`src/rtl/casc_cnt_pkg.sv`:
```
package casc_cnt_pkg;
  typedef enum logic [1:0] {
    OP_HOLD  = 2'd0,
    OP_COUNT = 2'd1,
    OP_LOAD  = 2'd2
  } cnt_op_e;
endpackage

```
`src/rtl/casc_cnt_ctrl.sv`:
```
module casc_cnt_ctrl
  import casc_cnt_pkg::*;
(
  input  logic    load_ni,
  input  logic    cnt_en_p_i,
  input  logic    cnt_en_t_i,
  output cnt_op_e op_o
);
  // load outranks the enables; clear is handled in the state register
  always_comb begin
    if (!load_ni)                       op_o = OP_LOAD;
    else if (cnt_en_p_i && cnt_en_t_i)  op_o = OP_COUNT;
    else                                op_o = OP_HOLD;
  end
endmodule

```
`src/rtl/casc_cnt_next.sv`:
```
module casc_cnt_next
  import casc_cnt_pkg::*;
#(
  parameter int unsigned WIDTH = 4,
  parameter bit          DECADE = 1'b0
) (
  input  cnt_op_e          op_i,
  input  logic [WIDTH-1:0] cur_i,
  input  logic [WIDTH-1:0] preset_i,
  output logic [WIDTH-1:0] nxt_o
);
  localparam logic [WIDTH-1:0] TERM_VAL = DECADE ? WIDTH'(9) : {WIDTH{1'b1}};

  logic [WIDTH-1:0] inc;

  // codes above the terminal step by one and wrap through zero
  assign inc = (cur_i == TERM_VAL) ? '0 : cur_i + WIDTH'(1);

  always_comb begin
    unique case (op_i)
      OP_LOAD:  nxt_o = preset_i;
      OP_COUNT: nxt_o = inc;
      default:  nxt_o = cur_i;
    endcase
  end
endmodule

```
`src/rtl/casc_cnt_state.sv`:
```
module casc_cnt_state #(
  parameter int unsigned WIDTH      = 4,
  parameter bit          SYNC_CLEAR = 1'b1
) (
  input  logic             clk_i,
  input  logic             clr_ni,
  input  logic [WIDTH-1:0] nxt_i,
  output logic [WIDTH-1:0] q_o
);
  if (SYNC_CLEAR) begin : g_sync_clr
    always_ff @(posedge clk_i) begin
      if (!clr_ni) q_o <= '0;
      else         q_o <= nxt_i;
    end
  end else begin : g_async_clr
    always_ff @(posedge clk_i or negedge clr_ni) begin
      if (!clr_ni) q_o <= '0;
      else         q_o <= nxt_i;
    end
  end
endmodule

```
`src/rtl/casc_cnt_carry.sv`:
```
module casc_cnt_carry #(
  parameter int unsigned WIDTH  = 4,
  parameter bit          DECADE = 1'b0
) (
  input  logic [WIDTH-1:0] q_i,
  input  logic             cnt_en_t_i,
  output logic             carry_o
);
  localparam logic [WIDTH-1:0] TERM_VAL = DECADE ? WIDTH'(9) : {WIDTH{1'b1}};

  assign carry_o = cnt_en_t_i && (q_i == TERM_VAL);
endmodule

```
`src/rtl/casc_cnt.sv`:
```
module casc_cnt
  import casc_cnt_pkg::*;
#(
  parameter int unsigned WIDTH      = 4,
  parameter bit          DECADE     = 1'b0,
  parameter bit          SYNC_CLEAR = 1'b1
) (
  input  logic             clk_i,
  input  logic             clr_ni,
  input  logic             load_ni,
  input  logic [WIDTH-1:0] preset_i,
  input  logic             cnt_en_p_i,
  input  logic             cnt_en_t_i,
  output logic [WIDTH-1:0] count_o,
  output logic             carry_o
);
  localparam logic [WIDTH-1:0] TERM_VAL = DECADE ? WIDTH'(9) : {WIDTH{1'b1}};

  cnt_op_e          op;
  logic [WIDTH-1:0] nxt;
  logic [WIDTH-1:0] q;

  casc_cnt_ctrl u_ctrl (
    .load_ni    (load_ni),
    .cnt_en_p_i (cnt_en_p_i),
    .cnt_en_t_i (cnt_en_t_i),
    .op_o       (op)
  );

  casc_cnt_next #(.WIDTH(WIDTH), .DECADE(DECADE)) u_next (
    .op_i     (op),
    .cur_i    (q),
    .preset_i (preset_i),
    .nxt_o    (nxt)
  );

  casc_cnt_state #(.WIDTH(WIDTH), .SYNC_CLEAR(SYNC_CLEAR)) u_state (
    .clk_i  (clk_i),
    .clr_ni (clr_ni),
    .nxt_i  (nxt),
    .q_o    (q)
  );

  casc_cnt_carry #(.WIDTH(WIDTH), .DECADE(DECADE)) u_carry (
    .q_i        (q),
    .cnt_en_t_i (cnt_en_t_i),
    .carry_o    (carry_o)
  );

  assign count_o = q;

  if (SYNC_CLEAR) begin : g_sync_chk

    sync_clear_chk: assert property (@(posedge clk_i)
      !clr_ni |=> count_o == '0);
  end else begin : g_async_chk

    async_clear_chk: assert property (@(negedge clk_i)
      !clr_ni |-> count_o == '0);
  end


  load_wins_chk: assert property (@(posedge clk_i) disable iff (!clr_ni)
    !load_ni |=> count_o == $past(preset_i));


  hold_chk: assert property (@(posedge clk_i) disable iff (!clr_ni)
    (load_ni && !(cnt_en_p_i && cnt_en_t_i)) |=> $stable(count_o));


  step_chk: assert property (@(posedge clk_i) disable iff (!clr_ni)
    (load_ni && cnt_en_p_i && cnt_en_t_i && count_o != TERM_VAL)
      |=> count_o == $past(count_o) + WIDTH'(1));


  carry_wrap_chk: assert property (@(posedge clk_i) disable iff (!clr_ni)
    (load_ni && carry_o && cnt_en_p_i) |=> count_o == '0);

  if (DECADE) begin : g_dec_chk

    dec_range_chk: assert property (@(posedge clk_i) disable iff (!clr_ni)
      (load_ni && count_o <= WIDTH'(9)) |=> count_o <= WIDTH'(9));
  end
endmodule

```
`config.mk`:
```
export PLATFORM = sky130hd
export DESIGN_NAME = casc_cnt
export DESIGN_NICKNAME = d
export VERILOG_FILES = /design/src/rtl/casc_cnt_pkg.sv /design/src/rtl/casc_cnt_ctrl.sv /design/src/rtl/casc_cnt_next.sv /design/src/rtl/casc_cnt_state.sv /design/src/rtl/casc_cnt_carry.sv /design/src/rtl/casc_cnt.sv
export SDC_FILE = /design/constraint.sdc
export NUM_CORES = 1
export LEC_CHECK = 0
export ABC_AREA = 0
export BUFFER_PORTS_ARGS = -buffer_cell sky130_fd_sc_hd__buf_2
export CORE_AREA = 2 2 39 41
export CTS_BUF_LIST = sky130_fd_sc_hd__clkbuf_8 sky130_fd_sc_hd__clkbuf_16
export DETAILED_ROUTE_END_ITERATION = 6
export DIE_AREA = 0 0 41 43
export GPL_ROUTABILITY_DRIVEN = 0
export PLACE_DENSITY = 0.43
export SETUP_SLACK_MARGIN = 0.02
export SLEW_MARGIN = 20
export SYNTH_ARGS = -nofsm -noshare
export SYNTH_HDL_FRONTEND = slang
export SYNTH_SLANG_ARGS = --single-unit
```
`constraint.sdc`:
```
create_clock -name clk_i -period 2.3 [get_ports clk_i]
set_input_delay 0.115 -clock clk_i [delete_from_list [all_inputs] [get_ports clk_i]]
set_output_delay 0.115 -clock clk_i [all_outputs]
set_load 0.02 [all_outputs]
```
==> After elaboration in Yosys (flattened, before gate mapping) <==
Index checks and enable logic that the tools add are counted.
{ "totals": {"register_bits": 4, "latch_bits": 0, "mem_bits_rw": 0, "romBits": 0, "inputBits": 9, "out_inout_bits": 5, "wordCells": 12, "mem_count": 0} }
{ "op_classes": {"n_addsub": 1, "n_mul": 0, "div": 0, "n_lt_le_gt_ge": 0, "eq_ne": 3, "n_shift": 0, "n_mux": 4, "bitwise": 0, "reduce_logical": 3} }
{ "op_table": {"columns": ["operator", "count"], "rows": [
  ["$pmux W4 S2", 1],
  ["$add A4 B1 Y4 const B", 1],
  ["$eq A4 B4 Y1 const B", 1],
  ["$mux W4", 1],
  ["$eq A2 B1 Y1 const B", 1],
  ["$eq A2 B2 Y1 const B", 1],
  ["$logic_and A1 B1 Y1", 2],
  ["$mux W2", 1],
  ["$reduce_bool A2 Y1", 1],
  ["$mux W1", 1]
]} }

==> Depth between registers and ports, before layout <==
Gate-level depths: netlist (run 1).
{ "depth": {"word_depth": 5, "ltp_mapped": 4} }

==> Cells and area by module <==
From an unflattened synthesis (run 1), not the netlist that was laid out.
{ "unflattened": {"cells_unflattened": 38, "hier_area_um2": 301.5} }
{ "modules_own_cells": {"columns": ["module", "instances", "cells_per_inst", "area_each_um2", "seq_area_each_um2"], "rows": [
  ["casc_cnt_next", 1, 25, 173.9, 0.0],
  ["casc_cnt_state", 1, 8, 105.1, 80.1],
  ["casc_cnt_carry", 1, 3, 12.5, 0.0],
  ["casc_cnt_ctrl", 1, 2, 10.0, 0.0]
]} }

==> Worst setup path before layout (run 1) <==
No wires, ideal clock.
{ "synth_timing": {"path_type": "register -> register", "start": "register u_state.q_o[0]", "end": "register u_state.q_o[0]", "arrival_time_ns": 1.195, "required_ns": 2.226, "setup_slack_ns": 1.031, "path_stages_with_launch": 4, "path_buffers": 0, "period_less_slack_ns": 1.269, "cell_sequence": "dfxtp_1 > ha_1 > a311o_2 > a31oi_1"} }
{ "synth_between": {"elab_chain_len": 3} }
{ "synth_lines": {"columns": ["element", "line", "source"], "rows": [
  ["from (decl)", "casc_cnt_state.sv:8", "output logic [WIDTH-1:0] q_o"],
  ["from (signal assigned)", "casc_cnt_state.sv:13", "else q_o <= nxt_i;"],
  ["$add A4 B1 Y4 or $eq A4 B4 Y1 (tied branches)", "casc_cnt_next.sv:17", "assign inc = (cur_i == TERM_VAL) ? '0 : cur_i + WIDTH'(1);"],
  ["$mux W4 *", "casc_cnt_next.sv:17", null],
  ["$pmux W4 S2 *", "casc_cnt_next.sv:20", "unique case (op_i)"]
]} }
Every way passes the cells marked *; elsewhere a longest branch is shown, timed or not.
A chain may end at the register's enable or synchronous reset.

==> Worst setup path in the final report (run 1) <==
{ "layout_timing": {"start": "register u_state.q_o[0]", "end": "output carry_o"} }
{ "layout_between": {"elab_chain_len": 2} }
{ "layout_lines": {"columns": ["element", "line", "source"], "rows": [
  ["$eq A4 B4 Y1", "casc_cnt_carry.sv:11", "assign carry_o = cnt_en_t_i && (q_i == TERM_VAL);"],
  ["$logic_and A1 B1 Y1", "casc_cnt_carry.sv:11", null],
  ["to (decl)", "casc_cnt.sv:15", "output logic carry_o"]
]} }
Every way passes these cells.

==> out/qor.csv, run 1 <==
metric;value;unit
setup bufs post-CTS;0;
Synth Register Bits;4;
Clk network pwr share;54.6;%
Largest regs;u_state.q_o: 4 flops;
1st-iter DRT viols;2;
most used routing layer;met1;
Initial Utilization;16.7;%
Mapped Cells;27;
# H-tree levels;1;
final total power;0.266;mW
Pint;0.203;mW
Crit. End Element;output pin;
met2 usage;9.38;%
sequential power share;31.5;%
CTS tree;done;
I/O Buffers;13;
clock net sink count;4;
CP Launch Type;flip-flop;
Net Sw Power;0.0632;mW
Pwr Density;743;nW/um2
Largest stage delay, worst path;450;ps
CTS clk-pin slew, worst paths;30;ps
Avg Synthesized Cell Area;8.57;um2
Hold Vio Cnt, Final;0;
initial antenna violation count;0;
Max-cap violations;0;
Post-DRT Antenna Nets;0;
Crit Path Max Fanout;6;
GR met1 Demand/Resource;10.9;%
Worst-Margin Slew;258;ps
core region area;1380;um2
clk_lat worst skew;210;ps
yosys warns;0;
cts hold-fix bufs;0;
drc violations;0;
Mapped Area;231;um2
DPL Wire Length;479;um
critical path required time;2180;ps
Setup CP Type;flip-flop to output pin;
final net count;55;
setup TNS;0;ps
max FFs per register;4;
wire per inst;10.4;um
Cell variety after synth;16;
RSZ-0062 raised after global routing;no;
Root Buffer;clkbuf_8;
gr usage total;8.23;%
first-pass GRT wire length;924;um
largest net degree at the start of global routing;9;
Lkg Pwr;0.166;nW
Seq/Total Area, Yosys;34.6;%
Final Skew;2.66;ps
max-slew violations;0;
die area;1760;um2
Biggest register;u_state.q_o;
# diodes;0;
cts bufs inserted;3;
clock tree buffer depth;2;
Site Rows;14;
Via Count;258;
die width;41;um
WL final;616;um
Critical-path top delay cell;dfxtp_1;
syn_nets;37;
layout cells sized above 1;46.5;%
Layout Area Growth over Synthesis;54.6;%
outcome;completed;
max frequency;701;MHz
Setup violations, final;0;
switching fraction of total power;23.8;%
met3 Use GR;7.85;%
vias per cell;4.37;
First-pass DRT Iterations;2;
Peak VDD IR;0.455;mV
via count of the first global-routing pass;228;
fin crit share;62.1;%
CTS-repair resized insts;0;
min Tclk post-route;1430;ps
Ports;14;
hold crit path type;input pin to flip-flop;
max_slew headroom;82.8;%
CP Cell Sequence;ha_1 > and4_2 > buf_2;
combinational power share;13.9;%
Vert. Die Dim;43;um
worst endpoint data arrival time;1310;ps
global route total overflow;0;
cells in the mapped netlist:
cell | number | area share [%]
inv_1 | 1 | 1.6
nand2_2 | 1 | 2.7
ha_1 | 1 | 5.4
and4_2 | 1 | 4.3
a21oi_1 | 2 | 4.3
dfxtp_1 | 4 | 35
nand2_1 | 2 | 3.2
nand2_4 | 1 | 4.9
a311o_2 | 1 | 4.9
or4b_1 | 1 | 4.3
nor2_1 | 1 | 1.6
nand3_1 | 3 | 6.5
xor2_1 | 1 | 3.8
a31oi_1 | 2 | 5.4
a311oi_1 | 1 | 3.8
o21ai_0 | 4 | 8.6
layout make-up:
cell class,count,area (um2)
multi-input combinational,22,148
clock buffer,3,41.3
inverter,1,3.75
tap,16,20.0
timing repair buffer,13,65.1
fill,153,1030
sequential,4,80.1
cell usage in the layout, fill, tap and decap left out, types with 2 or more instances in the layout:
cell type and n:
nand3_1 3, clkbuf_8 3, dfxtp_1 4, a21oi_1 2, nand2_1 2, buf_2 13, o21ai_0 4, a31oi_1 2
path summary, 6_finish.rpt:
path                                 end  slack (ps)  depth (start not counted)                         from
max                              carry_o         870                          3  u_state.q_o[0]$_SDFFE_PN0P_
min          u_state.q_o[1]$_SDFFE_PN0P_         150                          3                       clr_ni
max reg2reg  u_state.q_o[0]$_SDFFE_PN0P_        1050                          3  u_state.q_o[0]$_SDFFE_PN0P_
min reg2reg  u_state.q_o[3]$_SDFFE_PN0P_         560                          2  u_state.q_o[3]$_SDFFE_PN0P_
worst max-delay path: cells and delay by family, from the launching register on:
kind | cells | cell delay (ps)
flops | 1 | 450
fa+ha+maj | 1 | 260
simple gates | 1 | 220
buf+inv | 1 | 160
logic make-up after synthesis:
kind of cell | after synthesis | share of synthesized area, %
buffers and inverters | 1 | 1.62
AND/OR/NAND/NOR | 10 | 27.6
XOR/XNOR | 1 | 3.78
adder cells (fa/ha/maj) | 1 | 5.40
flip-flops | 4 | 34.6
AO/OA/AOI/OAI | 10 | 27.0
power by group through the flow:
| stage | Combinational, mW | Clock [mW] | Sequential [mW] |
|---|---|---|---|
| CTS | 0.0375 | 0.148 | 0.0838 |
| finish | 0.0369 | 0.145 | 0.0839 |
| floorplan | 0.0132 | 0 | 0.0896 |
| global placement | 0.0379 | 0 | 0.0848 |
| global route | 0.0411 | 0.159 | 0.0848 |
| detailed placement | 0.0373 | 0 | 0.0848 |
metal layers:
metal | wire (um) | vias up
met5 | 0 | -
met4 | 0 | 0
met3 | 88 | 0
met2 | 245 | 12
met1 | 282 | 107
li1 | - | 139
through the flow:
step	util (%)	hold slack [ps]	setup slack [ps]	area, um2	cells
finish	25.9	154	873	358	59
global route	25.9	173	814	358	59
CTS	25.9	155	869	358	59
detailed placement	22.9	380	1070	317	56
global placement	22.9	370	1090	317	56
floorplan	-	204	1030	231	27
Power figures use the tool's default switching activity.
==> run 2: changes to the inputs <==
Settings changed: PLACE_DENSITY 0.43 to 0.44.
Clock period 2.3 ns to 1.2 ns, I/O delays scaled along.
==> run 2 against run 1 <==
  * Critical path depth is the same
  * Flip-flop and latch count is the same
  * Hold slack lost 67 ps
  * Routed wire length grew 9.4%
  * Global-route usage grew 1.4 points
  * First-iteration DRC count grew 100%
  * Clock power grew 97%
  * Via count grew 14%
  * Sequential share of layout area shrank 1.7 points
  * Cell area grew 18%
==> out/qor.csv, run 2 (synthesized netlist as in run 1, its figures left out) <==
metric;value;unit;change
vias per cell;4.61;;+5.4%
final net count;60;;+9.1%
Final Util;30.6;%;+4.7 points
first-pass GRT wire length;1060;um;+14%
Root Buffer;clkbuf_8;;
fin crit share;94.8;%;
fill cell count;164;;+7.2%
drc violations;0;;unchanged
Vert. Die Dim;43;um;unchanged
Largest regs;u_state.q_o: 4 flops;;
Hold Vio Cnt, Final;0;;unchanged
global route total overflow;0;;unchanged
Via Count;295;;+14%
Initial Utilization;16.7;%;unchanged
Biggest register;u_state.q_o;;
Setup violations, final;0;;unchanged
layout cells sized above 1;58.3;%;+12 points
RSZ-0062 raised after global routing;no;;
register area;87.6;um2;+9.4%
max frequency;879;MHz;
Lkg Pwr;0.193;nW;+16%
Crit Path Max Fanout;5;;-1
# H-tree levels;1;;unchanged
Peak VDD IR;0.480;mV;+5.5%
hold crit path type;input pin to flip-flop;;
CP Launch Type;flip-flop;;
max FFs per register;4;;unchanged
outcome;completed;;
setup TNS;0;ps;unchanged
min Tclk post-route;1140;ps;
Layout Area Growth over Synthesis;82.7;%;
placed cell areas;337;um2;+6.3%
hold_ws;87.6;ps;-66.6 ps
post-route design area;423;um2;+18%
initial antenna violation count;0;;unchanged
die width;41;um;unchanged
1st-iter DRT viols;4;;+2
Post-DRT Antenna Nets;0;;unchanged
First-pass DRT Iterations;4;;+2
I/O Buffers;13;;unchanged
Setup CP Type;flip-flop to output pin;;
clock net sink count;4;;unchanged
wire per inst;10.5;um;+0.87%
WL final;674;um;+9.4%
critical path required time;1140;ps;-1040 ps
Pwr Density;1270;nW/um2;+71%
clock tree buffer depth;2;;unchanged
max_slew headroom;86.0;%;+3.2 points
worst endpoint data arrival time;1080;ps;-230 ps
# diodes;0;;unchanged
CTS clk-pin slew, worst paths;30;ps;about the same
cts hold-fix bufs;0;;unchanged
Max-cap violations;0;;unchanged
CTS tree;done;;
most frequent cells in the layout;12 x buf_2, 5 x buf_4, 4 x o21ai_0;;
clk_lat worst skew;220;ps;about the same
DPL Wire Length;501;um;+4.7%
cts bufs inserted;3;;unchanged
leading cell type in the layout, fill and taps excluded;buf_2;;
via count of the first global-routing pass;287;;+26%
Ports;14;;unchanged
die area;1760;um2;unchanged
gr usage total;9.63;%;+1.4 points
multi-input logic area;161;um2;+9.3%
core region area;1380;um2;unchanged
Site Rows;14;;unchanged
largest net degree at the start of global routing;9;;unchanged
max-slew violations;0;;unchanged
Crit. End Element;output pin;;
Final Skew;4.43;ps;+1.77 ps
Worst-Margin Slew;208;ps;-49.3 ps
==> run 2: cell count changes in the layout (fill, tap and decap cells not counted), sizes merged <==
cell / before / now
buf: 13 / 18
==> run 2: worst max-delay path: stages, from the launching register on <==
cell and delay, ps:
dfxtp_4 380, ha_4 150, and4_4 220, buf_6 110
==> run 2: layer usage <==
layer / part of all wire [%] / vias to the layer above / track usage [%]
met2: 55 / 7 / 14.7
li1: - / 150 / -
met3: 7.3 / 0 / 9.42
met1: 38 / 138 / 8.01
met5: 0 / - / 0
met4: 0 / 0 / 4.00
==> run 2: worst paths after layout <==
kind                            slack (ps)                     endpoint                         from  cells after the start
worst max-delay path                    60                      carry_o  u_state.q_o[1]$_SDFFE_PN0P_                      3
worst min register to register         550  u_state.q_o[1]$_SDFFE_PN0P_  u_state.q_o[1]$_SDFFE_PN0P_                      2
worst max register to register          80  u_state.q_o[3]$_SDFFE_PN0P_  u_state.q_o[0]$_SDFFE_PN0P_                      3
worst min-delay path                    90  u_state.q_o[1]$_SDFFE_PN0P_                       clr_ni                      3
==> run 2: power by group <==
part	switching, mW	internal, mW
sequential	0.0132	0.144
combinational	0.0493	0.0465
clock	0.0719	0.214
==> run 2: cell type report <==
class / instances / share of cell area (%)
clock buffers: 3 / 9.76
inverters: 1 / 0.888
multi-input cells: 22 / 38.2
flip-flops and latches: 4 / 20.7
well taps: 16 / 4.73
repair buffers: 18 / 25.7
==> run 2: what timing repair did <==
item	CTS	global route
gates resized for setup	5	1
endpoints found under the setup margin	1	2
pin swaps	0	3
setup buffers	2	1
==> run 2: metrics by stage <==
| stage | std cells | total power, mW | worst slack, ps |
|---|---|---|---|
| final | 64 | 0.539 | 61.9 |
| after global routing | 64 | 0.572 | 32.4 |
| after CTS | 63 | 0.545 | 32.4 |
| after detailed placement | 58 | 0.243 | 51.4 |
| after global placement | 58 | 0.244 | 56.7 |
| after floorplan | 27 | 0.199 | 39.0 |
==> run 3: changes to the inputs <==
Settings changed: PLACE_DENSITY 0.44 to 0.43.
Clock period 1.2 ns to 1.3 ns, I/O delays scaled along.
==> run 3 against run 2 <==
  * Clock power shrank 9.8%
  * Non-clock buffer count shrank 5
  * Core utilization shrank 3.4 points
  * Combinational power shrank 29%
  * Largest cell class unchanged
==> out/qor.csv, run 3 (synthesized netlist as in run 1, its figures left out) <==
metric;value;unit;change
outcome;completed;;
setup TNS;0;ps;unchanged
layout cells sized above 1;53.5;%;-4.8 points
min Tclk post-route;1210;ps;
Post-DRT Antenna Nets;0;;unchanged
Root Buffer;clkbuf_8;;
Crit. End Element;output pin;;
CP Launch Type;flip-flop;;
cts bufs inserted;3;;unchanged
max_slew headroom;86.2;%;+0.22 points
final total power;0.476;mW;-12%
Setup violations, final;0;;unchanged
clk_lat worst skew;220;ps;about the same
Via Count;263;;-11%
clock tree buffer depth;2;;unchanged
max frequency;828;MHz;
final net count;55;;-8.3%
Crit Path Max Fanout;5;;unchanged
max FFs per register;4;;unchanged
most frequent cells in the layout;13 x buf_2, 4 x o21ai_0, 3 x nand3_1, 3 x clkbuf_8;;
die area;1760;um2;unchanged
gr usage total;8.43;%;-1.2 points
clock net sink count;4;;unchanged
Layout Area Growth over Synthesis;62.2;%;
largest net degree at the start of global routing;9;;unchanged
Setup CP Type;flip-flop to output pin;;
first-pass GRT wire length;959;um;-9.1%
I/O Buffers;13;;unchanged
Largest regs;u_state.q_o: 4 flops;;
First-pass DRT Iterations;4;;unchanged
via count of the first global-routing pass;239;;-17%
core region area;1380;um2;unchanged
setup bufs post-CTS;0;;-2
Pwr Density;1270;nW/um2;-0.49%
# H-tree levels;1;;unchanged
Max-cap violations;0;;unchanged
drc violations;0;;unchanged
Non-Filler Instances;59;;-7.8%
Hold Vio Cnt, Final;0;;unchanged
Site Rows;14;;unchanged
Final Skew;2.61;ps;-1.82 ps
wire per inst;10.5;um;-0.54%
CTS clk-pin slew, worst paths;30;ps;about the same
Biggest register;u_state.q_o;;
die width;41;um;unchanged
leading cell type in the layout, fill and taps excluded;buf_2;;
fin crit share;93.0;%;
RSZ-0062 raised after global routing;no;;
vias per cell;4.46;;-3.3%
1st-iter DRT viols;2;;-2
Vert. Die Dim;43;um;unchanged
worst endpoint data arrival time;1140;ps;+60 ps
CTS tree;done;;
fill cell count;161;;-1.8%
DPL Wire Length;476;um;-4.9%
CTS-repair resized insts;3;;-2
hold crit path type;input pin to flip-flop;;
critical path required time;1240;ps;+100 ps
initial antenna violation count;0;;unchanged
max-slew violations;0;;unchanged
Peak VDD IR;0.559;mV;+16%
Ports;14;;unchanged
Lkg Pwr;0.166;nW;-14%
Worst-Margin Slew;205;ps;-3.33 ps
cts hold-fix bufs;0;;unchanged
Initial Utilization;16.7;%;unchanged
Placed Instances;56;;-3.4%
WL final;618;um;-8.3%
global route total overflow;0;;unchanged
# diodes;0;;unchanged
==> run 3: cell types whose count changed in the layout (fill, tap and decap cells not counted), sizes merged <==
cell	before	now
buf	18	13
==> run 3: cell type report <==
class                   instances  area, um2  share of cell area, %
multi-input cells              22        160                   42.7
flip-flops and latches          4       85.1                   22.7
repair buffers                 13       65.1                   17.3
clock buffers                   3       41.3                   11.0
well taps                      16       20.0                   5.33
inverters                       1       3.75                   1.00
==> run 3: worst paths after layout <==
kind / start / cells after the start / slack (ps) / to
worst max-delay path: u_state.q_o[1]$_SDFFE_PN0P_ / 3 / 90 / carry_o
worst min-delay path: clr_ni / 3 / 100 / u_state.q_o[1]$_SDFFE_PN0P_
worst max register to register: u_state.q_o[1]$_SDFFE_PN0P_ / 3 / 160 / u_state.q_o[3]$_SDFFE_PN0P_
worst min register to register: u_state.q_o[0]$_SDFFE_PN0P_ / 2 / 530 / u_state.q_o[0]$_SDFFE_PN0P_
==> run 3: metal layers <==
| layer | vias to the layer above | global-route usage (%) | share of wire, % | wire length, um |
|---|---|---|---|---|
| li1 | 137 | - | - | - |
| met1 | 114 | 10.6 | 46 | 287 |
| met2 | 12 | 10.3 | 39 | 244 |
| met3 | 0 | 9.42 | 14 | 86 |
| met4 | 0 | 0 | 0 | 0 |
| met5 | - | 0 | 0 | 0 |
==> run 3: worst max-delay path, stage by stage, from the launching register on <==
cell	delay [ps]
dfxtp_2	390
ha_4	170
and4_2	210
buf_2	160
==> run 3: power by group <==
group	leakage, nW	total [mW]	switching [mW]	internal, mW
logic	0.110	0.0677	0.0366	0.0310
clock network	0.0216	0.258	0.0605	0.197
registers	0.0342	0.151	0.0170	0.134
==> run 3: stage by stage <==
step	hold WS (ps)	setup WS, ps	utilization, %	instance area [um2]
after global placement	320	85.1	22.9	317
final	97.0	91.6	27.1	375
after floorplan	154	30.6	-	231
after detailed placement	329	62.9	22.9	317
after CTS	95.2	23.7	26.2	363
after global routing	122	55.1	27.1	375
